### src/rtl/bag_pkg.sv
package bag_pkg;
  typedef enum logic {
    ORD_INTLV  = 1'b0,
    ORD_LINEAR = 1'b1
  } burst_ord_e;
endpackage

### src/rtl/bag_arb.sv
module bag_arb (
  input  logic clk_i,
  input  logic rst_ni,
  input  logic ce_i,
  input  logic cpu_start_i,
  input  logic ctl_start_i,
  input  logic adv_i,
  output logic load_o,
  output logic step_o,
  output logic sel_cpu_o
);
  logic cpu_go;

  always_comb begin
    cpu_go    = cpu_start_i & ce_i;
    sel_cpu_o = cpu_go;               // processor side has priority
    load_o    = cpu_go | ctl_start_i;
    step_o    = adv_i & ~load_o;
  end

  a_r7_gated_cpu: assert property (@(posedge clk_i) disable iff (!rst_ni)
    (!ce_i && !ctl_start_i) |-> !load_o);
  a_r4_load_wins: assert property (@(posedge clk_i) disable iff (!rst_ni)
    load_o |-> !step_o);
endmodule

### src/rtl/bag_beat_cnt.sv
module bag_beat_cnt #(
  parameter int BEAT_W = 2
) (
  input  logic              clk_i,
  input  logic              rst_ni,
  input  logic              load_i,
  input  logic              step_i,
  output logic [BEAT_W-1:0] beat_o
);
  localparam logic [BEAT_W-1:0] LastBeat = {BEAT_W{1'b1}};

  always_ff @(posedge clk_i or negedge rst_ni) begin
    if (!rst_ni)     beat_o <= '0;
    else if (load_i) beat_o <= '0;
    else if (step_i) beat_o <= beat_o + 1'b1;
  end

  a_r9_wrap: assert property (@(posedge clk_i) disable iff (!rst_ni)
    (step_i && !load_i && beat_o == LastBeat) |=> beat_o == '0);
  a_r5_step: assert property (@(posedge clk_i) disable iff (!rst_ni)
    (step_i && !load_i) |=> beat_o == $past(beat_o) + 1'b1);
endmodule

### src/rtl/bag_order_map.sv
module bag_order_map
  import bag_pkg::*;
#(
  parameter int BEAT_W = 2
) (
  input  burst_ord_e        ord_i,
  input  logic [BEAT_W-1:0] start_lo_i,
  input  logic [BEAT_W-1:0] beat_i,
  output logic [BEAT_W-1:0] lo_o
);
  logic [BEAT_W-1:0] lin_lo, ilv_lo;

  for (genvar b = 0; b < BEAT_W; b++) begin : g_ilv
    assign ilv_lo[b] = start_lo_i[b] ^ beat_i[b];
  end

  assign lin_lo = start_lo_i + beat_i;
  assign lo_o   = (ord_i == ORD_LINEAR) ? lin_lo : ilv_lo;
endmodule

### src/rtl/burst_addr_gen.sv
module burst_addr_gen
  import bag_pkg::*;
#(
  parameter int ADDR_W = 20,
  parameter int BEAT_W = 2
) (
  input  logic              clk_i,
  input  logic              rst_ni,
  input  logic              ce_i,
  input  logic              cpu_start_i,
  input  logic              ctl_start_i,
  input  logic              adv_i,
  input  logic              order_lin_i,
  input  logic [ADDR_W-1:0] addr_i,
  output logic [ADDR_W-1:0] addr_o,
  output logic [BEAT_W-1:0] beat_o
);
  localparam int HI_W = ADDR_W - BEAT_W;

  logic              load, step, sel_cpu;
  logic [ADDR_W-1:0] base_q;
  burst_ord_e        ord_q;
  logic [BEAT_W-1:0] lo_d, beat_d;

  bag_arb u_arb (
    .clk_i, .rst_ni, .ce_i, .cpu_start_i, .ctl_start_i, .adv_i,
    .load_o(load), .step_o(step), .sel_cpu_o(sel_cpu)
  );

  bag_beat_cnt #(.BEAT_W(BEAT_W)) u_cnt (
    .clk_i, .rst_ni, .load_i(load), .step_i(step), .beat_o(beat_d)
  );

  always_ff @(posedge clk_i or negedge rst_ni) begin
    if (!rst_ni) begin
      base_q <= '0;
      ord_q  <= ORD_INTLV;
    end else if (load) begin
      base_q <= addr_i;
      ord_q  <= order_lin_i ? ORD_LINEAR : ORD_INTLV;
    end
  end

  bag_order_map #(.BEAT_W(BEAT_W)) u_map (
    .ord_i(ord_q), .start_lo_i(base_q[BEAT_W-1:0]), .beat_i(beat_d), .lo_o(lo_d)
  );

  assign addr_o = {base_q[ADDR_W-1:BEAT_W], lo_d};
  assign beat_o = beat_d;

  a_r4_load: assert property (@(posedge clk_i) disable iff (!rst_ni)
    load |=> (addr_o == $past(addr_i) && beat_o == '0));
  a_r6_hold: assert property (@(posedge clk_i) disable iff (!rst_ni)
    (!load && !adv_i) |=> ($stable(addr_o) && $stable(beat_o)));
  a_r9_upper_fixed: assert property (@(posedge clk_i) disable iff (!rst_ni)
    !load |=> addr_o[ADDR_W-1:BEAT_W] == $past(addr_o[ADDR_W-1:BEAT_W]));
  a_r7_cpu_only_when_enabled: assert property (@(posedge clk_i) disable iff (!rst_ni)
    sel_cpu |-> ce_i);
  a_r2_hi_width: assert property (@(posedge clk_i) HI_W > 0);
endmodule

### config.mk
export PLATFORM = sky130hd
export DESIGN_NAME = burst_addr_gen
export DESIGN_NICKNAME = d
export VERILOG_FILES = /design/src/rtl/bag_pkg.sv /design/src/rtl/bag_arb.sv /design/src/rtl/bag_beat_cnt.sv /design/src/rtl/bag_order_map.sv /design/src/rtl/burst_addr_gen.sv
export SDC_FILE = /design/constraint.sdc
export NUM_CORES = 1
export LEC_CHECK = 0
export BUFFER_PORTS_ARGS = -buffer_cell sky130_fd_sc_hd__buf_2
export CAP_MARGIN = 20
export CORE_MARGIN = 5
export CORE_UTILIZATION = 35
export DETAILED_ROUTE_END_ITERATION = 6
export PLACE_DENSITY = 0.67
export SKIP_CTS_REPAIR_TIMING = 1
export SLEW_MARGIN = 10
export SYNTH_ARGS = -nofsm -noshare
export SYNTH_HDL_FRONTEND = slang
export SYNTH_HIERARCHICAL = 1
export SYNTH_SLANG_ARGS = --single-unit
### constraint.sdc
create_clock -name clk_i -period 1.5 [get_ports clk_i]
set_clock_uncertainty 0.05 [all_clocks]
set_input_delay 0.3 -clock clk_i [delete_from_list [all_inputs] [get_ports clk_i]]
set_output_delay 0.3 -clock clk_i [all_outputs]
set_load 0.03 [all_outputs]
==> impl_metrics.toml <==
[final_layout]
nets = 142
final_cell_mix = "buf_2, dfrtp_1, mux2_4, buf_4, clkbuf_4"
drive_gt1_share_pct = 73.45
areaGrowthSynthToFinish_pct = 22.05
final_common_cell = "buf_2"
finish.utilization_pct = 45.00
final_cells = 157
n_antenna_cell = 0
fill_cells = 296

[worst_setup_path]
crit_fanout = 2
worstReg2RegStart = "u_cnt/beat_o[0]"
critPathArrivalTime_ns = 1.31
critical_path_required_ns = 1.15
cp-end-kind = "primary output"
max_stage_delay_ns = 0.40
crit_type = "flip-flop to primary output"
rrSetupSlack_ns = 0.55
crit_chain = "ha_1 > nand2_2 > xnor2_4 > buf_6"
cp_slowest_cell = "dfrtp_1"
critPathLaunchType = "flip-flop"
reg2reg_to = "u_cnt/beat_o[1]"
crit_buf_inv = 1
crit_family = "flip-flops"
worst_r2r_path_depth = 3

[floorplanning]
core_area_um2 = 3078
die_w_um = 66.94
boundaryPins = 49
rows = 20
start_util_pct = 36.87
fp.dieH_um = 66.94
die_area_um2 = 4481

[synth]
yosys_warnings = 6
synth_nets = 104
syn_inst = 76
avgSynthCellArea_um2 = 14.93
syn_area_um2 = 1135

[flow_run]
maxCapViolCount = 0

[sta]
rsz0062_at_grt = "true"
finalSetupTns_ns = -0.1645
hold_violations = 0
setup_ws_ns = -0.1571
worst_pin_slew_ns = 0.5114
worst_hold_slack_ns = 0.1550
finalCriticalPeriod_ns = 1.657
slew_violations = 0
setup_viol = 2
fin_crit_sh_pct = 110.5
max_freq_mhz = 603.5
timing.slew.headroom_pct = 65.91

[routing]
drt_wl_total_mm = 2.059
via_count = 668
drt_pass1_iterations = 2
drc_errors = 0
wire_per_inst_um = 13.11
dr.first_iter.drc_count = 6
vias_per_cell = 4.255
ant_nets = 0

[clocking]
cts_buffer_depth = 2
cts_root_buf = "clkbuf_4"
clk_latency_ns = 0.31
clk_pin_slew_ns = 0.14
cts_max_level = 1
numCtsBuffers = 3
cts.sinks = 23
cts_tree = "yes"

[worst_hold_path]
hold_depth = 2
hp-start = "addr_i[2]"
min_to = "base_q[2]"
hp-class = "input port to flip-flop"

[run_status]
status = "finished with violations"
violations = "negative setup slack"

[power]
power_leakage_nw = 0.7284
powerDensity_nw_per_um2 = 1015
ir_worst_vdd_mv = 0.4335

[global_route]
met3_usage_pct = 2.530
grt_use_total_pct = 9.837
grt_max_degree = 24
grt_pass1_vias = 716
antenna_found_initial = 0
grt_pass1_wl_mm = 3.339
gr-usage-met1_pct = 12.21
globalRouteOverflowTotal = 0
use_met2_pct = 16.58
grt-busiest-layer = "met2"

[place]
placedCellCount = 151
place_congestion = 0.6554
port_buffers = 48
[worst max-delay path by stage]
stage / startpoint / to / slack, ns / depth (start not counted)
4_1_cts: u_cnt/beat_o[1] / addr_o[1] / -0.36 / 3
5_1_grt: base_q[1] / addr_o[1] / -0.24 / 3
6_report: base_q[0] / addr_o[1] / -0.16 / 4
3_5_place_dp: u_cnt/beat_o[1] / addr_o[1] / 0.02 / 3
3_3_place_gp: u_cnt/beat_o[1] / addr_o[1] / 0.05 / 3
2_1_floorplan: u_cnt/beat_o[0] / addr_o[1] / 0.01 / 3
[registers in the layout, summed over array words and instances (netlist names)]
register      count
base_q           20
ord_q             1
u_cnt/beat_o      2
[power by group]
group / switching [mW] / leakage (nW) / internal (mW)
registers: 0.0326 / 0.271 / 0.678
logic: 0.217 / 0.443 / 0.186
clock network: 0.190 / 0.0139 / 0.102
[cell type report]
| cell class | instances | area, um2 | share of cell area [%] |
|---|---|---|---|
| sequential | 23 | 576.8 | 41.64 |
| multi-input combinational | 32 | 426.7 | 30.80 |
| timing repair buffer | 53 | 292.8 | 21.14 |
| tap | 44 | 55.05 | 3.975 |
| clock buffer | 3 | 22.52 | 1.626 |
| clock inverter | 1 | 7.507 | 0.5420 |
| inverter | 1 | 3.754 | 0.2710 |
[layer usage]
| metal | routed length [um] | up-vias |
|---|---|---|
| met5 | 0 | - |
| met4 | 0 | 0 |
| met3 | 138 | 0 |
| met2 | 1055 | 26 |
| met1 | 864 | 332 |
| li1 | - | 310 |
[stage by stage]
| step | worst slack (ns) | area [um2] | power (mW) |
|---|---|---|---|
| global placement | 0.04787 | 1314 | 1.102 |
| finish | -0.1571 | 1385 | 1.405 |
| floorplan | 0.01432 | 1154 | 1.059 |
| CTS | -0.3584 | 1344 | 1.416 |
| detailed placement | 0.01969 | 1314 | 1.110 |
| global route | -0.2388 | 1385 | 1.491 |
Power figures use the tool's default switching activity.
